`src/rtl/pio_pkg.sv`:
```
package pio_pkg;

  // mode word field positions; the bus master encodes these
  localparam int MODE_SET_BIT = 7;
  localparam int A_IN_BIT     = 4;
  localparam int C_HI_IN_BIT  = 3;
  localparam int B_IN_BIT     = 1;
  localparam int C_LO_IN_BIT  = 0;

  typedef struct packed {
    logic a_in;
    logic b_in;
    logic c_hi_in;
    logic c_lo_in;
  } dir_t;

  function automatic dir_t decode_mode(input logic [7:0] m);
    dir_t d;
    d.a_in    = m[A_IN_BIT];
    d.b_in    = m[B_IN_BIT];
    d.c_hi_in = m[C_HI_IN_BIT];
    d.c_lo_in = m[C_LO_IN_BIT];
    return d;
  endfunction

endpackage

```
`src/rtl/pio_sync.sv`:
```
module pio_sync #(
  parameter int W      = 48,
  parameter int STAGES = 2
) (
  input  logic         clk,
  input  logic         rst,
  input  logic [W-1:0] d,
  output logic [W-1:0] q
);

  logic [W-1:0] stg [STAGES];

  always_ff @(posedge clk) begin
    if (rst) begin
      for (int s = 0; s < STAGES; s++) stg[s] <= '0;
    end else begin
      stg[0] <= d;
      for (int s = 1; s < STAGES; s++) stg[s] <= stg[s-1];
    end
  end

  assign q = stg[STAGES-1];

endmodule

```
`src/rtl/pio_group.sv`:
```
module pio_group
  import pio_pkg::*;
#(
  parameter int W = 8
) (
  input  logic           clk,
  input  logic           rst,
  input  logic [2:0]     port_wr,
  input  logic           ctrl_wr,
  input  logic [W-1:0]   wdata,
  output logic [3*W-1:0] lat_q,
  output logic [3*W-1:0] oe_q,
  output logic [W-1:0]   mode_q
);

  localparam int H = W / 2;
  localparam logic [W-1:0] MODE_RESET = W'(1) << MODE_SET_BIT;

  dir_t          dir_n;
  logic [3*W-1:0] oe_n;
  logic           mode_cmd;

  assign mode_cmd = ctrl_wr && wdata[MODE_SET_BIT];
  assign dir_n    = decode_mode(wdata[7:0]);

  always_comb begin
    oe_n[0*W +: W] = {W{~dir_n.a_in}};
    oe_n[1*W +: W] = {W{~dir_n.b_in}};
    oe_n[2*W +: H] = {H{~dir_n.c_lo_in}};
    oe_n[2*W+H +: (W-H)] = {(W-H){~dir_n.c_hi_in}};
  end

  always_ff @(posedge clk) begin
    if (rst) begin
      lat_q  <= '0;
      oe_q   <= '1;
      mode_q <= MODE_RESET;
    end else if (mode_cmd) begin
      lat_q  <= '0;
      oe_q   <= oe_n;
      mode_q <= wdata;
    end else begin
      for (int p = 0; p < 3; p++)
        if (port_wr[p]) lat_q[p*W +: W] <= wdata;
    end
  end

  a_r4_mode_clears_latches: assert property (@(posedge clk) disable iff (rst)
    mode_cmd |=> (lat_q == '0));

  a_r5_plain_ctrl_ignored: assert property (@(posedge clk) disable iff (rst)
    (ctrl_wr && !wdata[MODE_SET_BIT]) |=> ($stable(mode_q) && $stable(oe_q) && $stable(lat_q)));

endmodule

```
`src/rtl/pio_irq.sv`:
```
module pio_irq #(
  parameter int G = 2
) (
  input  logic         clk,
  input  logic         rst,
  input  logic         en_set,
  input  logic         en_clr,
  input  logic         pend_clr,
  input  logic [G-1:0] src,
  output logic         irq
);

  logic         en_q;
  logic [G-1:0] prev_q;
  logic [G-1:0] pend_q;
  logic [G-1:0] rise;
  logic [G-1:0] pend_n;

  assign rise   = src & ~prev_q;
  // a new edge in the clearing cycle is kept
  assign pend_n = (pend_q & ~{G{pend_clr}}) | (rise & {G{en_q}});

  always_ff @(posedge clk) begin
    if (rst) begin
      en_q   <= 1'b0;
      prev_q <= '0;
      pend_q <= '0;
      irq    <= 1'b0;
    end else begin
      prev_q <= src;
      pend_q <= pend_n;
      irq    <= |pend_n;
      if (en_set)      en_q <= 1'b1;
      else if (en_clr) en_q <= 1'b0;
    end
  end

  a_r8_enable_on_write: assert property (@(posedge clk) disable iff (rst)
    en_set |=> en_q);

  a_r9_disable_on_read: assert property (@(posedge clk) disable iff (rst)
    (en_clr && !en_set) |=> !en_q);

  a_r9_pending_held: assert property (@(posedge clk) disable iff (rst)
    ((pend_q != '0) && !pend_clr) |=> irq);

  a_r10_no_set_disabled: assert property (@(posedge clk) disable iff (rst)
    !en_q |=> ((pend_q & ~$past(pend_q)) == '0));

  a_r11_clear_drops: assert property (@(posedge clk) disable iff (rst)
    (pend_clr && !en_q) |=> (!irq && pend_q == '0));

endmodule

```
`src/rtl/pio_dual_group.sv`:
```
module pio_dual_group
  import pio_pkg::*;
#(
  parameter int GROUPS       = 2,
  parameter int W            = 8,
  parameter int ADDR_W       = 4,
  parameter int SYNC_STAGES  = 2,
  parameter int IRQ_BIT      = 3,
  parameter int IRQ_EN_ADDR  = 11,
  parameter int IRQ_CLR_ADDR = 15,
  localparam int N           = GROUPS * 3 * W
) (
  input  logic              clk,
  input  logic              rst,
  input  logic [ADDR_W-1:0] bus_addr,
  input  logic              bus_wr,
  input  logic              bus_rd,
  input  logic [W-1:0]      bus_wdata,
  output logic [W-1:0]      bus_rdata,
  input  logic [N-1:0]      pin_in,
  output logic [N-1:0]      pin_out,
  output logic [N-1:0]      pin_oe,
  output logic              irq
);

  localparam int GRP_W = ADDR_W - 2;
  localparam int GW    = 3 * W;

  logic [GRP_W-1:0]  a_grp;
  logic [1:0]        a_sub;
  logic [N-1:0]      pin_s;
  logic [W-1:0]      mode_q [GROUPS];
  logic [GROUPS-1:0] irq_src;
  logic [W-1:0]      rd_mux;
  logic              en_set, en_clr, pend_clr;

  assign a_grp = bus_addr[ADDR_W-1:2];
  assign a_sub = bus_addr[1:0];

  pio_sync #(.W(N), .STAGES(SYNC_STAGES)) i_sync (
    .clk (clk),
    .rst (rst),
    .d   (pin_in),
    .q   (pin_s)
  );

  for (genvar g = 0; g < GROUPS; g++) begin : g_grp
    logic       hit;
    logic [2:0] port_wr;
    assign hit = (a_grp == GRP_W'(g));
    for (genvar p = 0; p < 3; p++) begin : g_port
      assign port_wr[p] = bus_wr && hit && (a_sub == 2'(p));
    end
    pio_group #(.W(W)) i_group (
      .clk     (clk),
      .rst     (rst),
      .port_wr (port_wr),
      .ctrl_wr (bus_wr && hit && (a_sub == 2'd3)),
      .wdata   (bus_wdata),
      .lat_q   (pin_out[g*GW +: GW]),
      .oe_q    (pin_oe[g*GW +: GW]),
      .mode_q  (mode_q[g])
    );
    assign irq_src[g] = pin_s[g*GW + 2*W + IRQ_BIT];
  end

  assign en_set   = bus_wr && (bus_addr == ADDR_W'(IRQ_EN_ADDR));
  assign en_clr   = bus_rd && (bus_addr == ADDR_W'(IRQ_EN_ADDR));
  assign pend_clr = bus_wr && (bus_addr == ADDR_W'(IRQ_CLR_ADDR));

  pio_irq #(.G(GROUPS)) i_irq (
    .clk      (clk),
    .rst      (rst),
    .en_set   (en_set),
    .en_clr   (en_clr),
    .pend_clr (pend_clr),
    .src      (irq_src),
    .irq      (irq)
  );

  always_comb begin
    rd_mux = '0;
    for (int g = 0; g < GROUPS; g++) begin
      if (a_grp == GRP_W'(g)) begin
        if (a_sub == 2'd3) rd_mux = mode_q[g];
        else               rd_mux = pin_s[g*GW + int'(a_sub)*W +: W];
      end
    end
  end

  always_ff @(posedge clk) begin
    if (rst)         bus_rdata <= '0;
    else if (bus_rd) bus_rdata <= rd_mux;
  end

  a_r7_unmapped_zero: assert property (@(posedge clk) disable iff (rst)
    (bus_rd && (int'(bus_addr) >= GROUPS*4)) |=> (bus_rdata == '0));

endmodule

```
`config.mk`:
```
export PLATFORM = sky130hd
export DESIGN_NAME = pio_dual_group
export DESIGN_NICKNAME = d
export VERILOG_FILES = /design/src/rtl/pio_pkg.sv /design/src/rtl/pio_sync.sv /design/src/rtl/pio_group.sv /design/src/rtl/pio_irq.sv /design/src/rtl/pio_dual_group.sv
export SDC_FILE = /design/constraint.sdc
export NUM_CORES = 1
export LEC_CHECK = 0
export BUFFER_PORTS_ARGS = -buffer_cell sky130_fd_sc_hd__buf_2
export CORE_UTILIZATION = 32
export CTS_CLUSTER_DIAMETER = 60
export DETAILED_ROUTE_END_ITERATION = 8
export SLEW_MARGIN = 10
export SYNTH_ARGS = -nofsm -noshare
export SYNTH_HDL_FRONTEND = slang
export SYNTH_SLANG_ARGS = --single-unit
```
`constraint.sdc`:
```
create_clock -name clk -period 3 [get_ports clk]
set_clock_uncertainty 0.1 [all_clocks]
set_input_delay 0.6 -clock clk [delete_from_list [all_inputs] [get_ports clk]]
set_output_delay 0.6 -clock clk [all_outputs]
set_load 0.02 [all_outputs]
```
# == Word-level counts from Yosys, hierarchy flattened ==
# Memories as Yosys holds them, arrays and structs flattened.
# Cells that the tools add are included.
# totals
regBits,120
ramBits,96
inputBits,64
output_inout_bits,105
word_cells,69
memories,1
# op_classes
add_sub_neg,1
eq_ne,6
shift,2
n_mux,11
n_bitwise,12
n_reduce_logical,21
# mem_list
name,depth,width,rd,rd_clocked_by_memory_dff,wr,line,rtl
i_sync.stg,2,48,2,0,2,pio_sync.sv:11,logic [W-1:0] stg [STAGES];
# ops
op,n
48-bit two-way mux,2
48-bit by 6-bit variable part select with 8-bit output,1
48-bit by 7-bit variable part select with 8-bit output,1
8-bit two-way mux,4
1-bit logical AND,15
4-bit == test (second input constant),2
5-bit by 5-bit adder with 6-bit output (first input constant),1
2-bit AND,3
2-bit OR reduction,3
1-bit two-way mux,5
2-bit by 1-bit == test with 1-bit output (second input constant),2
2-bit == test (second input constant),2
2-bit zero test,2
1-bit NOT,4
2-bit NOT,2
1-bit bitwise OR,2
2-bit bitwise OR,1
2-bit nonzero test,1

# == Depth between registers and ports, before layout ==
# Gate-level depths: netlist (run 1).
# logic_depth
word_depth,6
mapped_depth,6
mapped_depth_nobuf,3

# == Modules after synthesis ==
# A second synthesis (run 1) with hierarchy kept.
# unflattened
cells_unflattened,651
hier_area_um2,7078.0
# modules_own_cells
mod,n_inst,cells_per_inst,area_each_um2
pio_group,2,143,1493.9
pio_sync,1,250,2960.3
pio_dual_group,1,97,940.9
pio_irq,1,18,188.9

# == Worst setup path after synthesis (run 1) ==
# Ideal clock, no wire load.
# synth_path
kind,input to register
from,input port bus_wr
to,register g_grp[1].i_group.lat_q[5]
setup_time_ps,120
arrival_ps,1590
slack_ps,1190
path_stages,5
n_path_buf,2
cell_sequence,buf_2 -> or3b_1 -> clkbuf_1 -> o21ai_0 -> a21oi_1
# synth_via
elab_chain_len,4
# synth_rtl
element,line,rtl
"start, declared",pio_dual_group.sv:16,"input logic bus_wr,"
1-bit logical AND (*),"pio_dual_group.sv:52, pio_dual_group.sv:58",
1-bit logical AND,pio_dual_group.sv:58,".ctrl_wr (bus_wr && hit && (a_sub == 2'd3)),"
1-bit logical AND,pio_group.sv:23,assign mode_cmd = ctrl_wr && wdata[MODE_SET_BIT];
2-bit OR reduction (no line),--,
"end signal, assigned by index",pio_group.sv:44,if (port_wr[p]) lat_q[p*W +: W] <= wdata;
"end, declared",pio_group.sv:11,"output logic [3*W-1:0] lat_q,"
# Every way passes the cells marked *; elsewhere a longest branch is shown, timed or not.
# A chain may end at the register's enable or synchronous reset.

# == Worst setup path after layout (run 1) ==
# layout_path
from,input port bus_addr[0]
to,register g_grp[1].i_group.oe_q[15]
# layout_via
elab_chain_len,3
# layout_rtl
element,line,rtl
"start, declared",pio_dual_group.sv:15,"input logic [ADDR_W-1:0] bus_addr,"
2-bit == test,pio_dual_group.sv:58,
1-bit logical AND,pio_dual_group.sv:58,
1-bit logical AND,pio_group.sv:23,
"end signal, assigned",pio_group.sv:40,oe_q <= oe_n;
"end, declared",pio_group.sv:12,"output logic [3*W-1:0] oe_q,"
# No other way between the ends.

==> impl_metrics.ini, run 1 <==
[synth]
synthCells = 681
synthTopCellsByCount = dfxtp_1 (182), nor2b_1 (101), a21oi_1 (65)
synth-seq-cells = 182
synth_top_cell_by_area = dfxtp_1
synth_area_leaders = dfxtp_1 (53%), nor2b_1 (9.2%), buf_4 (5.0%)
synth_edf_count = 0
synth_warnings = 0
syn_area_um2 = 6864
async_reset_ff_frac = 0
yosysTopAreaCellShare = 0.5308
synth_fp_nets = 745
ys.flop_type = dfxtp_1
syn_avg_cell_area_um2 = 10.08
synth_cell_type_count = 38
yosysSeqAreaShare = 0.5308
synth.most_common_cell = dfxtp_1

[worst_setup_path]
slowest_stage = and4b_1
worstPathMaxFanout = 21
path_cells = buf_2, and4b_1, buf_4, a31o_2, a21o_1
cp-start-kind = primary input
cp_top_family = simple AND/OR/NAND/NOR gates
worstSetupPathType = in -> reg
crit_path_end_kind = register
cp.arrival_ps = 2230
required_ps = 3270
critPathBufInv = 2
slowest_delay_ps = 760

[drt]
wire_per_inst_um = 15.29
vias_per_cell = 4.748
drt_iter0_drc = 281
drt_pass1_iterations = 4
vias = 5038
drc = 0
wirelength_um = 16220
postRouteAntennaNets = 0

[timing]
grt_setup_unrepaired = no
max-slew-margin-rel = 0.4644
finalHoldWorstSlack_ps = 275.3
fmax_ghz = 0.5081
finalHoldViolations = 0
setup-violations-final = 0
min_period_ps = 1968
setup_tns_ps = 0
fin_ws_ps = 1032
tightest_slew_ps = 803.4
finalCritPeriodShare = 0.6561
slew_violations = 0

[floorplanning]
initial_utilization = 0.3265
die_w_um = 148.5
num_io_pins = 169
rows = 53
die_y_um = 148.5
die-area_um2 = 22040
core_um2 = 21020

[status]
status = finished, final reports clean

[clocking]
path_clk_slew_ps = 70
clkLatencyLatePin_ps = 430
htree_levels = 4
post_cts_resized = 0
clockBufferDepth = 2
cts-root-buf = clkbuf_16
cts_tree = built
cts_setup_buffers = 0
clkSinkCount = 182
cts_inserted_buffers = 17
ctsHoldBuffers = 0

[placement]
dp.cells = 1029
place_congestion = 0.7511
dp_hpwl_um = 10890
place_ws_ps = 615.5
io_buffers = 168

[power]
leakage_nw = 3.206
ir_drop_v = 0.0003473
p_per_area_nw_per_um2 = 617.7

[cells_and_area]
drive_gt1_frac = 0.3117
area_growth_syn_to_layout_pct = 18.23
antenna_cells = 0
nets = 837
fin_cells = 1061

[min_path]
min_path_type = in -> reg

[global_routing]
grt_pass1_wl_um = 25490
grt-ovfl-total = 0
grtUsageTotal = 0.1524
grt_pass1_vias = 4784
grt_antenna_before_repair = 0
grt_max_degree = 131

[run]
cap_viol_max_count = 0
[state kept, by name, summed over array words and instances (netlist names)]
name,count
i_irq.en_q,1
i_sync.stg,96
g_grp.i_group.lat_q,48
bus_rdata,8
g_grp.i_group.oe_q,8
i_irq.prev_q,2
i_irq.pend_q,2
g_grp.i_group.mode_q,16
i_irq.irq,1
[final cells by class]
type | instances | area, um2
fillers | 2077 | 12910
well taps | 275 | 344.1
repair buffers | 178 | 930.9
flip-flops and latches | 182 | 3643
inverters | 3 | 11.26
clock buffers | 17 | 425.4
clock inverters | 15 | 156.4
multi-input cells | 391 | 2604
[worst register-to-register path, delay by kind of cell (launching register included)]
family           cells  cell delay (ps)
AO/OA/AOI/OAI        1               90
flip-flops           1              330
multiplexers         1              480
AND/OR/NAND/NOR      1              130
[final timing paths]
check                                                             start                                      to  slack (ps)  cells after the start
worst min-delay path                                         pin_in[44]            i_sync.stg[0][44]$_SDFF_PP0_         280                      2
worst max-delay path                                        bus_addr[0]  g_grp[1].i_group.oe_q[15]$_SDFFE_PP1P_        1030                      5
worst min register to register             i_sync.stg[0][21]$_SDFF_PP0_            i_sync.stg[0][69]$_SDFF_PP0_         340                      1
worst max register to register  g_grp[1].i_group.mode_q[6]$_SDFFE_PP0P_               bus_rdata[6]$_SDFFE_PP0P_        1730                      3
[logic make-up after synthesis]
kind of cell | count (synthesis) | synth area share
multiplexers | 24 | 0.05687
AND/OR/NAND/NOR | 200 | 0.1759
flip-flops | 182 | 0.5308
buffers and inverters | 108 | 0.09023
AO/OA/AOI/OAI | 167 | 0.1462
[power by group]
part | switching (mW) | internal, mW | total (mW)
Sequential | 0.0252 | 2.49 | 2.52
Combinational | 0.214 | 0.129 | 0.343
Clock | 1.04 | 1.11 | 2.15
Total | 1.28 | 3.73 | 5.01
[placed cells by master, fill, tap and decap left out, types with 8 or more instances in the layout]
| cell | n |
|---|---|
| buf_4 | 10 |
| nand2_1 | 10 |
| nand3_1 | 49 |
| a21oi_1 | 65 |
| a22oi_1 | 8 |
| nor2b_1 | 100 |
| buf_2 | 167 |
| mux2_2 | 16 |
| nor2_1 | 9 |
| mux4_1 | 8 |
| clkbuf_16 | 17 |
| dfxtp_1 | 182 |
| a311oi_1 | 8 |
| o21ai_0 | 53 |
| nand4_1 | 14 |
| o31ai_1 | 13 |
[stage by stage]
step / utilization / power, mW / instance area [um2]
2_1_floorplan: - / 2.806 / 6864
3_5_place_dp: 0.3584 / 2.921 / 7533
4_1_cts: 0.3860 / 5.069 / 8115
5_1_grt: 0.3860 / 5.207 / 8115
6_report: 0.3860 / 5.013 / 8115
3_3_place_gp: 0.3584 / 2.920 / 7533
[per-layer routing]
| layer | up-vias | GRT usage | share of wire |
|---|---|---|---|
| met2 | 186 | 0.2421 | 0.47 |
| met1 | 2332 | 0.2005 | 0.46 |
| met4 | 0 | 0.05000 | 0.0091 |
| met3 | 13 | 0.03957 | 0.058 |
| met5 | - | 0 | 0 |
| li1 | 2507 | - | - |
Note: power is estimated with default switching activity, not from simulation.
==> run 2: changes to the inputs <==
Clock period 3 ns to 2.02 ns, I/O delays scaled along.
==> run 2 against run 1 <==
Effect of this change:
- hold slack got worse by 200 ps
- first-iteration DRC count increased by 15%
- sequential power increased by 48%
- clock power increased by 58%
- non-clock buffer count increased by 7
- utilization increased by 0.74 points
- global-route usage decreased by 0.14 points
- power increased by 53%
==> impl_metrics.ini, run 2 (synthesis gave the netlist of run 1 again) <==
[drt]
wirelength_um = 16490
drt_iter0_drc = 324
drc = 0
vias = 5123
postRouteAntennaNets = 0
wire_per_inst_um = 15.44
drt_pass1_iterations = 5
vias_per_cell = 4.797

[clocking]
clkLatencyLatePin_ps = 430
clkSinkCount = 182
path_clk_slew_ps = 80
ctsHoldBuffers = 0
htree_levels = 4
clockBufferDepth = 2
cts-root-buf = clkbuf_16
cts_setup_buffers = 0
post_cts_resized = 0
cts_tree = built
cts_inserted_buffers = 17

[cells_and_area]
nets = 844
layout_commonest_cell = dfxtp_1
largest_register_ffs = 96
antenna_cells = 0
final_cell_mix = dfxtp_1 (182), buf_2 (167), nor2b_1 (100), a21oi_1 (65), o21ai_0 (53)
fillers = 2088
drive_gt1_frac = 0.3178
largest_register = i_sync.stg
reg_top3 = i_sync.stg (96), g_grp.i_group.lat_q (48), g_grp.i_group.mode_q (16)
area_growth_syn_to_layout_pct = 20.49

[timing]
slew_violations = 0
max-slew-margin-rel = 0.6348
min_period_ps = 1624
tightest_slew_ps = 544.8
finalHoldViolations = 0
setup_tns_ps = 0
finalHoldWorstSlack_ps = 78.80
grt_setup_unrepaired = no
fin_ws_ps = 395.7
finalCritPeriodShare = 0.8041
fmax_ghz = 0.6157
setup-violations-final = 0

[min_path]
hold_end = i_sync.stg[0][1]$_SDFF_PP0_
min_path_type = in -> reg
holdPathStages = 2
min_from = pin_in[1]

[worst_setup_path]
cp.arrival_ps = 1120
r2r_setup_slack_ps = 750
rr_endpoint = bus_rdata[4]$_SDFFE_PP0P_
worstPathMaxFanout = 9
required_ps = 1520
critPathBufInv = 1
slowest_stage = dfxtp_1
rr_worst_depth = 3
crit_path_end_kind = primary output
cp_top_family = flip-flops
rr_startpoint = g_grp[1].i_group.mode_q[4]$_SDFFE_PP0P_
slowest_delay_ps = 470
path_cells = buf_2
cp-start-kind = register
worstSetupPathType = reg -> out

[floorplanning]
die-area_um2 = 22040
core_um2 = 21020
die_y_um = 148.5
num_io_pins = 169
die_w_um = 148.5
initial_utilization = 0.3265
rows = 53

[run]
cap_viol_max_count = 0

[global_routing]
grt_pass1_wl_um = 25500
grt_antenna_before_repair = 0
grt-ovfl-total = 0
grt_pass1_vias = 4691
grtUsageTotal = 0.1510
grt_max_degree = 131

[power]
leakage_nw = 3.283
ir_drop_v = 0.0006040
p_per_area_nw_per_um2 = 928.0

[placement]
place_congestion = 0.7878
io_buffers = 168
dp_hpwl_um = 10930
place_ws_ps = 70.93

[status]
status = finished, final reports clean
## run 2: cell count changes in the layout (fill, tap and decap cells not counted), sizes merged
cell,delta
clkinv,+1
clkinvlp,-2
buf,+7
bufinv,+1
## run 2: layout make-up
class	count	area, um2	area share
timing repair buffer	185	1046	0.1265
clock inverter	15	196.4	0.02375
tap	275	344.1	0.04160
multi-input combinational	391	2604	0.3148
inverter	3	11.26	0.001362
sequential	182	3643	0.4405
clock buffer	17	425.4	0.05144
## run 2: how the worst max path moves through the flow
stage,start,endpoint,slack (ps),cells after the start
after floorplan,bus_wr,g_grp[1].i_group.lat_q[5]$_SDFFE_PP0P_,410,5
after global placement,bus_addr[0],g_grp[0].i_group.lat_q[17]$_SDFFE_PP0P_,90,5
after detailed placement,bus_addr[0],g_grp[0].i_group.lat_q[22]$_SDFFE_PP0P_,70,5
after CTS,g_grp[1].i_group.oe_q[15]$_SDFFE_PP1P_,pin_oe[34],340,1
after global routing,g_grp[0].i_group.oe_q[7]$_SDFFE_PP1P_,pin_oe[5],290,1
final,g_grp[1].i_group.oe_q[15]$_SDFFE_PP1P_,pin_oe[38],400,1
## run 2: report_power, final
group | internal, mW | switching, mW
Combinational | 0.211 | 0.325
Sequential | 3.70 | 0.0343
Clock | 1.80 | 1.60
Total | 5.71 | 1.96
## run 2: metrics by stage
| step | area (um2) | util | cells | power [mW] |
|---|---|---|---|---|
| final | 8270 | 0.3934 | 1068 | 7.675 |
| after global routing | 8270 | 0.3934 | 1068 | 7.974 |
| after CTS | 8270 | 0.3934 | 1068 | 7.759 |
| after detailed placement | 7649 | 0.3638 | 1036 | 4.361 |
| after global placement | 7649 | 0.3638 | 1036 | 4.356 |
| after floorplan | 6864 | - | 681 | 4.168 |
## run 2: layer usage
metal / share of wire / track usage
met1: 0.46 / 0.1999
met4: 0.016 / 0.05258
met3: 0.061 / 0.03834
met5: 0 / 0
met2: 0.46 / 0.2374
